--- src/rtl/led_pkg.sv ---
package led_pkg;
    localparam int DUTY_W  = 8;
    localparam int FIELD_W = 4;
    localparam int NSEG    = 8;
    localparam int SEG_W   = $clog2(NSEG);
    localparam int WORD_W  = FIELD_W * NSEG;

    typedef enum logic [1:0] {
        PH_RISE    = 2'd0,
        PH_HOLD_HI = 2'd1,
        PH_FALL    = 2'd2,
        PH_HOLD_LO = 2'd3
    } ramp_phase_t;

    typedef struct packed {
        logic [FIELD_W-1:0] step;
        logic [FIELD_W-1:0] intv;
    } rate_t;

    function automatic logic [SEG_W-1:0] seg_pick(input logic asym, input logic falling,
                                                  input logic [DUTY_W-1:0] duty);
        if (asym)
            return {falling, duty[DUTY_W-1 -: SEG_W-1]};
        return duty[DUTY_W-1 -: SEG_W];
    endfunction

    function automatic logic [FIELD_W-1:0] field_of(input logic [WORD_W-1:0] word,
                                                    input logic [SEG_W-1:0] idx);
        return word[idx*FIELD_W +: FIELD_W];
    endfunction
endpackage

--- src/rtl/led_prescaler.sv ---
module led_prescaler #(
    parameter int CW = led_pkg::DUTY_W
) (
    input  logic          clk,
    input  logic          rst,
    input  logic          enable,
    input  logic          tick,
    input  logic [CW-1:0] reload,
    output logic          pulse
);
    logic [CW-1:0] dly;

    always_ff @(posedge clk) begin
        if (rst || !enable)
            dly <= '0;
        else if (tick)
            dly <= (dly == '0) ? reload : dly - 1'b1;
    end

    assign pulse = enable && tick && (dly == '0);


    pre_reload_chk: assert property (@(posedge clk) disable iff (rst)
        (enable && tick && dly == '0) |=> (!enable || dly == $past(reload)));
endmodule

--- src/rtl/led_pwm.sv ---
module led_pwm #(
    parameter int DW = led_pkg::DUTY_W
) (
    input  logic          clk,
    input  logic          rst,
    input  logic          adv,
    input  logic [DW-1:0] duty,
    output logic          led,
    output logic          wrap
);
    localparam logic [DW-1:0] TOP = {DW{1'b1}};
    logic [DW-1:0] cnt;

    always_ff @(posedge clk) begin
        if (rst)
            cnt <= '0;
        else if (adv)
            cnt <= cnt + 1'b1;
    end

    assign wrap = adv && (cnt == TOP);
    assign led  = (cnt < duty);


    pwm_wrap_chk: assert property (@(posedge clk) disable iff (rst)
        wrap |=> (cnt == '0));

    led_zero_duty_chk: assert property (@(posedge clk) disable iff (rst)
        (duty == '0) |-> !led);

    pwm_hold_chk: assert property (@(posedge clk) disable iff (rst)
        !adv |=> $stable(cnt));
endmodule

--- src/rtl/led_ramp.sv ---
module led_ramp
    import led_pkg::*;
#(
    parameter int DW = DUTY_W,
    parameter int WW = WORD_W
) (
    input  logic          clk,
    input  logic          rst,
    input  logic          run,
    input  logic          period_end,
    input  logic          asym,
    input  logic [DW-1:0] duty_min,
    input  logic [DW-1:0] duty_max,
    input  logic [DW-1:0] hold_hi,
    input  logic [DW-1:0] hold_lo,
    input  logic [WW-1:0] step_word,
    input  logic [WW-1:0] intv_word,
    output logic [DW-1:0] duty
);
    ramp_phase_t        phase;
    logic [FIELD_W-1:0] ivl_cnt;
    logic [DW-1:0]      hold_cnt;
    logic [SEG_W-1:0]   seg;
    rate_t              rate;
    logic [DW:0]        up_sum;
    logic [DW:0]        lo_lim;
    logic [DW:0]        hold_nxt;
    logic               ivl_done;

    assign seg      = seg_pick(asym, phase == PH_FALL, duty);
    assign rate     = '{step: field_of(step_word, seg), intv: field_of(intv_word, seg)};
    assign up_sum   = {1'b0, duty} + {{(DW+1-FIELD_W){1'b0}}, rate.step};
    assign lo_lim   = {1'b0, duty_min} + {{(DW+1-FIELD_W){1'b0}}, rate.step};
    assign hold_nxt = {1'b0, hold_cnt} + 1'b1;
    assign ivl_done = (ivl_cnt >= rate.intv);

    always_ff @(posedge clk) begin
        if (rst) begin
            duty     <= duty_min;
            phase    <= PH_RISE;
            ivl_cnt  <= '0;
            hold_cnt <= '0;
        end else if (run && period_end) begin
            unique case (phase)
                PH_RISE: begin
                    if (!ivl_done) begin
                        ivl_cnt <= ivl_cnt + 1'b1;
                    end else begin
                        ivl_cnt <= '0;
                        if (up_sum >= {1'b0, duty_max}) begin
                            duty     <= duty_max;
                            hold_cnt <= '0;
                            phase    <= (hold_hi == '0) ? PH_FALL : PH_HOLD_HI;
                        end else begin
                            duty <= up_sum[DW-1:0];
                        end
                    end
                end
                PH_HOLD_HI: begin
                    if (hold_nxt >= {1'b0, hold_hi}) begin
                        phase    <= PH_FALL;
                        hold_cnt <= '0;
                    end else begin
                        hold_cnt <= hold_nxt[DW-1:0];
                    end
                end
                PH_FALL: begin
                    if (!ivl_done) begin
                        ivl_cnt <= ivl_cnt + 1'b1;
                    end else begin
                        ivl_cnt <= '0;
                        if ({1'b0, duty} <= lo_lim) begin
                            duty     <= duty_min;
                            hold_cnt <= '0;
                            phase    <= (hold_lo == '0) ? PH_RISE : PH_HOLD_LO;
                        end else begin
                            duty <= duty - {{(DW-FIELD_W){1'b0}}, rate.step};
                        end
                    end
                end
                PH_HOLD_LO: begin
                    if (hold_nxt >= {1'b0, hold_lo}) begin
                        phase    <= PH_RISE;
                        hold_cnt <= '0;
                    end else begin
                        hold_cnt <= hold_nxt[DW-1:0];
                    end
                end
                default: phase <= PH_RISE;
            endcase
        end
    end


    duty_period_only_chk: assert property (@(posedge clk) disable iff (rst)
        !period_end |=> $stable(duty));

    rise_monotone_chk: assert property (@(posedge clk) disable iff (rst)
        (phase == PH_RISE && duty <= duty_max) |=> (duty >= $past(duty)));

    fall_monotone_chk: assert property (@(posedge clk) disable iff (rst)
        (phase == PH_FALL && duty >= duty_min) |=> (duty <= $past(duty)));

    hold_hi_stable_chk: assert property (@(posedge clk) disable iff (rst)
        (phase == PH_HOLD_HI) |=> $stable(duty));

    hold_lo_stable_chk: assert property (@(posedge clk) disable iff (rst)
        (phase == PH_HOLD_LO) |=> $stable(duty));
endmodule

--- src/rtl/led_pulse_ctrl.sv ---
module led_pulse_ctrl
    import led_pkg::*;
#(
    parameter int DW = DUTY_W,
    parameter int WW = WORD_W
) (
    input  logic          clk,
    input  logic          rst,
    input  logic          clk_sel,
    input  logic          slow_en,
    input  logic          fast_en,
    input  logic          blink_mode,
    input  logic          asym_mode,
    input  logic [DW-1:0] duty_min,
    input  logic [DW-1:0] duty_max,
    input  logic [DW-1:0] hold_hi,
    input  logic [DW-1:0] hold_lo,
    input  logic [WW-1:0] step_word,
    input  logic [WW-1:0] intv_word,
    output logic          led_out
);
    logic          sel_tick;
    logic          pre_pulse;
    logic          pwm_adv;
    logic          pwm_wrap;
    logic [DW-1:0] ramp_duty;
    logic [DW-1:0] act_duty;

    assign sel_tick = clk_sel ? fast_en : slow_en;
    assign pwm_adv  = blink_mode ? pre_pulse : sel_tick;
    assign act_duty = blink_mode ? duty_min : ramp_duty;

    led_prescaler #(.CW(DW)) u_pre (
        .clk    (clk),
        .rst    (rst),
        .enable (blink_mode),
        .tick   (sel_tick),
        .reload (hold_lo),
        .pulse  (pre_pulse)
    );

    led_pwm #(.DW(DW)) u_pwm (
        .clk  (clk),
        .rst  (rst),
        .adv  (pwm_adv),
        .duty (act_duty),
        .led  (led_out),
        .wrap (pwm_wrap)
    );

    led_ramp #(.DW(DW), .WW(WW)) u_ramp (
        .clk        (clk),
        .rst        (rst),
        .run        (!blink_mode),
        .period_end (pwm_wrap),
        .asym       (asym_mode),
        .duty_min   (duty_min),
        .duty_max   (duty_max),
        .hold_hi    (hold_hi),
        .hold_lo    (hold_lo),
        .step_word  (step_word),
        .intv_word  (intv_word),
        .duty       (ramp_duty)
    );


    tick_select_chk: assert property (@(posedge clk) disable iff (rst)
        (!blink_mode && !(clk_sel ? fast_en : slow_en)) |-> !pwm_adv);
endmodule

--- config.mk ---
export PLATFORM = sky130hd
export DESIGN_NAME = led_pulse_ctrl
export DESIGN_NICKNAME = d
export VERILOG_FILES = /design/src/rtl/led_pkg.sv /design/src/rtl/led_prescaler.sv /design/src/rtl/led_pwm.sv /design/src/rtl/led_ramp.sv /design/src/rtl/led_pulse_ctrl.sv
export SDC_FILE = /design/constraint.sdc
export NUM_CORES = 1
export LEC_CHECK = 0
export BUFFER_PORTS_ARGS = -buffer_cell sky130_fd_sc_hd__buf_2
export CAP_MARGIN = 25
export CORE_MARGIN = 10
export CORE_UTILIZATION = 56
export DETAILED_ROUTE_END_ITERATION = 7
export GPL_TIMING_DRIVEN = 0
export PLACE_DENSITY = 0.83
export SLEW_MARGIN = 20
export SYNTH_ARGS = -nofsm -noshare
export SYNTH_HDL_FRONTEND = slang
export SYNTH_HIERARCHICAL = 1
export SYNTH_SLANG_ARGS = --single-unit
--- constraint.sdc ---
create_clock -name clk -period 5.59 [get_ports clk]
set_input_delay 0.2795 -clock clk [delete_from_list [all_inputs] [get_ports clk]]
set_output_delay 0.2795 -clock clk [all_outputs]
set_load 0.01 [all_outputs]
-- Word level (Yosys, flattened, before mapping)
Cells that the tools add are included.
- bits in registers: 38
- memories kept: 0
- bits in latches: 0
- logic and storage cells: 81
- output and inout port bits: 1
- bits in read-only memories: 0
- bits in writable memories: 0
- input bits: 103
- div/mod/pow operators: 0
- shift-type cells: 2
- multiply operators: 0
- bitwise logic cells: 0
- muxes and demuxes: 31
- $lt $le $gt $ge: 6
- add/sub/neg operators: 7
- equal/unequal tests: 12
- reductions and logical operators: 17
- operators with widths (cell ; number):
    $mux 8 ; 14
    $shiftx 32x6->4 ; 2
    $pmux 8 s4 ; 1
    $ge 9x8->1 ; 3
    $logic_not 8->1 ; 3
    $add 8x4->9 ; 2
    $mux 2 ; 8
    $pmux 8 s2 ; 1
    $ne 2x1->1 const B ; 5
    $add 8x1->9 const B ; 1
    $le 8x9->1 ; 1
    $add 8x1->8 const B ; 1
    $eq 8x8->1 const B ; 1
    $lt 8x8->1 ; 1
    $pmux 2 s4 ; 1
    $sub 8x1->8 const B ; 1
    $sub 8x4->8 ; 1
    $reduce_and 7->1 ; 1
    $mux 3 ; 2
    $ne 3x2->1 const B ; 2
    $reduce_and 5->1 ; 1
    $add 4x1->4 const B ; 1
    $eq 2x2->1 const B ; 2
    $ge 4x4->1 ; 1
    other kinds (13) ; 18

-- Depth between registers and ports, before layout
- word-level depth: 11
- depth in mapped cells: 20
- gate-level depth less buffers: 18

-- Cells and area by module
Netlist, hierarchy kept.
- by module, submodules not included (module ; instances ; area an instance (um2) ; cells each):
    led_ramp ; 1 ; 3434.5 ; 376
    led_pwm ; 1 ; 526.8 ; 65
    led_prescaler ; 1 ; 519.2 ; 60
    led_pulse_ctrl ; 1 ; 131.4 ; 12

-- Least setup slack after synthesis
Ideal clock, no wire load.
- path type: register -> register
- from: register u_ramp.duty[5]
- to: register u_ramp.duty[4] (data pin)
- cell stages (with the launch flop): 19
- period minus slack after synthesis: 4.905 ns
- required time: 5.329 ns
- library setup time: 0.261 ns
- arrival time: 4.644 ns
- setup slack: 0.685 ns
- cells stage by stage: edfxtp_1 buf_2 mux2i_2 buf_6 mux4_1 mux2_2 ha_1 a211oi_1 nor2_1 o2111ai_1 xnor2_1 ha_1 and3_1 a221o_1 a211oi_2 buf_4 mux2i_1 nor2_1 a221o_1
- longest elaborated chain between the ends: 9
- RTL lines (item ; line ; text):
    from (decl) ; led_ramp.sv:18 ; output logic [DW-1:0] duty
    from (signal assigned) ; led_ramp.sv:39 ; duty <= duty_min;
    from (signal assigned) ; led_ramp.sv:51 ; duty <= duty_max;
    from (signal assigned) ; led_ramp.sv:55 ; duty <= up_sum[DW-1:0];
    $mux 3 ; led_pkg.sv:24 ; return duty[DUTY_W-1 -: SEG_W];
    $shiftx 32x6->4 ; led_pkg.sv:29 ; return word[idx*FIELD_W +: FIELD_W];
    $add 8x4->9 (on tied branches) ; led_ramp.sv:33, led_ramp.sv:32 ;
    $le 8x9->1 or $ge 9x8->1 (tied branches) ; led_ramp.sv:72, led_ramp.sv:50 ;
    $mux 8 (on tied branches) ; led_ramp.sv:72, led_ramp.sv:50 ;
    $mux 8 (on tied branches) ; led_ramp.sv:68, led_ramp.sv:46 ;
    $pmux 8 s2 (*) ; led_ramp.sv:44 ; unique case (phase)
    $mux 8 (*) ; led_ramp.sv:43 ; end else if (run && period_end) begin
    $mux 8 (*) ; led_ramp.sv:38 ; if (rst) begin
Mark *: on every way between the ends. The rest lies on a longest branch, timed or not. The select of a mux whose other input is x is not followed.
A chain may end at the register's enable or synchronous reset.

-- Worst setup path after layout
- from: register u_ramp.duty[6]
- to: register u_ramp.duty[4] (data pin)
- longest elaborated chain between the ends: 10
- RTL lines (item ; line ; text):
    $mux 3 ; led_pkg.sv:22 ; if (asym)
    $mux 3 ; led_pkg.sv:24 ;
    $shiftx 32x6->4 ; led_pkg.sv:29 ;
    $add 8x4->9 (on tied branches) ; led_ramp.sv:33, led_ramp.sv:32 ;
    $le 8x9->1 or $ge 9x8->1 (tied branches) ; led_ramp.sv:72, led_ramp.sv:50 ;
    $mux 8 (on tied branches) ; led_ramp.sv:72, led_ramp.sv:50 ;
    $mux 8 (on tied branches) ; led_ramp.sv:68, led_ramp.sv:46 ;
    $pmux 8 s2 (*) ; led_ramp.sv:44 ;
    $mux 8 (*) ; led_ramp.sv:43 ;
    $mux 8 (*) ; led_ramp.sv:38 ;
Marks and branches as above.

==> reports/results.ini <==
[placed_design]
place.gp.congestion=0.928
dp_hpwl_mm=10.7
postPlaceCellArea_mm2=0.00526
io_buffers=103

[detailed_routing]
ant_nets=0
wire_per_inst_um=17.8
drt_wl_total_mm=13.0
first_pass_iters=5
via_count=4405
routed_via_density=6.03
drt_iter0_drc=391
route.detailed.drc=0

[final_layout]
final_area_mm2=0.00542
n_antenna_cell=0
ff_latch_area_um2=841
fillerInstances=634
nets=792
drive_gt1_frac=0.262
multi_input_area_mm2=0.00349
syn2layout_area_growth_pct=17.4

[synthesis]
synth_warnings=6
yosysTopAreaCellShare=0.165
yosysMostFrequentCell=ha_1
synth_common_cells=ha_1, inv_1, nor2_1, nand2_1
synth_nets=680
synth_cell_type_count=66
synthCells=513
synth_top_area_cell=ha_1
netlist_area_mm2=0.00461
synth_edf_count=8
ys.flop_type=dfxtp_1
syn_area_per_cell_um2=8.99
ys_seq_elements=38
synthArstFlopShare=0
ys_seq_area_frac=0.182
synthTopCellsByArea=ha_1, dfxtp_1, mux4_1

[global_routing]
grt_pass1_vias=4595
grt_start_max_net_pins=14
grtUsageMet3=0.0379
grt_util_met2=0.368
grt_busiest_layer=met2
grt_use_met1=0.226
grt_pass1_wl_mm=21.4
antenna_found_initial=0
track_usage=0.201
gr-total-overflow=0

[floorplan]
die_w_um=111
die_y_um=111
io-pin-count=104
rows=33
die_area_mm2=0.0123
start_util=0.567
core_mm2=0.00813

[worst_hold_path]
worst_hold_path.num_cells=3
min_from=hold_lo[1]
hold_path.class=input port to flop
worst_hold_path.endpoint=u_pre/dly[1]$_SDFFE_PP0P_

[setup_path]
reg2reg_to=u_ramp/duty[4]$_DFFE_PP_
slowest_delay_ns=0.42
slowest_stage=edfxtp_1
r2r-start=u_ramp/duty[6]$_DFFE_PP_
critical_path.endpoint_type=flop
crit_path_start_kind=flop
rrSetupSlack_ns=0.24
reg2reg_depth=19
cp_max_fo=10
crit_required_ns=5.64
crit_chain=buf_2 > mux2i_4 > clkbuf_2 > mux4_1 > mux2_2 > ha_1 > inv_1 > fa_1 > nand2b_1 > a211oi_1 > xor2_1 > ha_1 > and3_1 > a221o_1 > a211oi_2 > buf_4 > mux2i_1 > nor2_1 > a221o_1
critPathArrivalTime_ns=5.40
crit_type=flop to flop

[pwr]
pwr-share-seq=0.252
p_sw_uw=536
swShare=0.412
p_int_uw=764
leakage_uw=0.00255
pwr_density_cell_mw_per_mm2=240
vdd_drop_max_mv=0.124
pwr-share-clk=0.171
pwr-share-comb=0.577

[cts]
clockBufferDepth=2
htree_num_levels=2
cts.sinks=38
clk_pin_slew_ns=0.08
clock_latency_ns=0.29
hold_buffers=0
cts-root-buf=clkbuf_8
numCtsBuffers=5
cts_tree=done

[timing]
rsz0062_at_grt=false
hold_ws_ns=0.318
setup_viol=0
skew_ns=0.00888
period_minus_slack_ns=5.35
slew_headroom=0.431
hold_violations=0
tightest_slew_ns=0.846
fmaxAchievable_mhz=187
fin_crit_sh=0.958
finalMaxSlewViolations=0

[job]
cap_violations=0

[run_status]
status=finished, final reports clean

metal layers:
| layer | vias to the layer above | part of all wire | routed length (um) |
|---|---|---|---|
| li1 | 2135 | - | - |
| met1 | 2059 | 0.39 | 5070 |
| met2 | 175 | 0.53 | 6870 |
| met3 | 36 | 0.055 | 720 |
| met4 | 0 | 0.027 | 348 |
| met5 | - | 0 | 0 |
through the flow:
step,power (uW),utilization,cells,worst slack (ns),TNS (ns)
finish,1300,0.666,731,0.236,0
global route,1400,0.666,731,0.0305,0
CTS,1270,0.660,729,0.0209,0
detailed placement,1050,0.647,721,-0.127,-0.309
global placement,1000,0.647,721,0.0879,0
floorplan,865,-,513,0.685,0
final cells by class:
cell class,instances,share of cell area
well taps,105,0.0243
multi-input cells,404,0.644
inverters,51,0.0353
repair buffers,105,0.100
clock inverters,2,0.00254
plain buffers,20,0.0210
flip-flops and latches,38,0.155
clock buffers,6,0.0173
power by group through the flow:
stage                     Sequential, uW  Clock, uW  Combinational, uW
after floorplan                      325          0                539
after global placement               332          0                672
after detailed placement             333          0                712
final                                328        222                750
after CTS                            327        228                718
after global routing                 330        244                828
sequential cells by signal (all words and copies together), names as in the netlist:
signal / count
u_pre/dly: 8
u_pwm/cnt: 8
u_ramp/duty: 8
u_ramp/hold_cnt: 8
u_ramp/ivl_cnt: 4
u_ramp/phase: 2
placed cells by master, fill, tap and decap left out, types with 3 or more instances in the layout:
cell | netlist | routed
a21o_1 | 9 | 9
nand2_1 | 33 | 33
o21ai_0 | 19 | 19
nor3b_1 | 3 | 3
nor3_1 | 7 | 7
xor2_1 | 20 | 20
xnor2_1 | 10 | 10
o2111ai_1 | 3 | 3
dfxtp_1 | 30 | 30
nor4_1 | 8 | 8
a221oi_1 | 4 | 4
a31oi_1 | 3 | 3
a221o_1 | 5 | 5
mux4_1 | 11 | 11
nand3_1 | 17 | 17
nand2b_1 | 4 | 4
ha_1 | 61 | 61
buf_4 | 2 | 3
mux2i_1 | 14 | 13
clkbuf_8 | 0 | 5
edfxtp_1 | 8 | 8
o31ai_1 | 3 | 3
clkbuf_2 | 2 | 3
a211oi_1 | 9 | 9
clkbuf_1 | 9 | 8
buf_2 | 4 | 107
nand4_1 | 14 | 14
buf_6 | 3 | 3
a21oi_1 | 30 | 30
nor2_1 | 34 | 34
mux2_2 | 15 | 15
inv_1 | 51 | 51
nor2b_1 | 6 | 6
o211ai_1 | 6 | 6
fa_1 | 3 | 3
and3_1 | 6 | 6
or3_1 | 4 | 4
mux4_2 | 5 | 5
critical path, delay by kind of cell (launching register included):
| kind | cells | cell delay, ns |
|---|---|---|
| adders and majority gates | 3 | 0.89 |
| xor gates and xnor gates | 1 | 0.25 |
| buffers and inverters | 4 | 0.85 |
| AOI/OAI and AO/OA | 4 | 1.26 |
| and+or+nand+nor | 3 | 0.49 |
| muxes | 4 | 0.94 |
| DFF | 1 | 0.42 |
worst max path at each step:
stage,to,slack (ns),startpoint
global route,u_ramp/duty[6]$_DFFE_PP_,0.03,u_ramp/duty[5]$_DFFE_PP_
CTS,u_ramp/duty[6]$_DFFE_PP_,0.02,u_ramp/duty[7]$_DFFE_PP_
finish,u_ramp/duty[4]$_DFFE_PP_,0.24,u_ramp/duty[6]$_DFFE_PP_
global placement,u_ramp/duty[6]$_DFFE_PP_,0.09,u_ramp/duty[7]$_DFFE_PP_
floorplan,u_ramp/duty[4]$_DFFE_PP_,0.69,u_ramp/duty[5]$_DFFE_PP_
detailed placement,u_ramp/duty[4]$_DFFE_PP_,-0.13,u_ramp/duty[7]$_DFFE_PP_
what timing repair did:
| action | 4_1_cts | 5_1_grt |
|---|---|---|
| gates cloned | 0 | 0 |
| buffers inserted | 0 | 2 |
| resized for setup | 1 | 4 |
| setup endpoints to repair | 7 | 10 |
cells by family after synthesis:
logic type	Yosys count	share of synthesized area
and+or+nand+nor	152	0.183
adders and majority gates	64	0.179
AOI/OAI and AO/OA	108	0.164
xor gates and xnor gates	30	0.0570
buffers and inverters	71	0.0659
DFF	38	0.182
muxes	50	0.169
No activity file was read; power rests on OpenSTA's default activity.
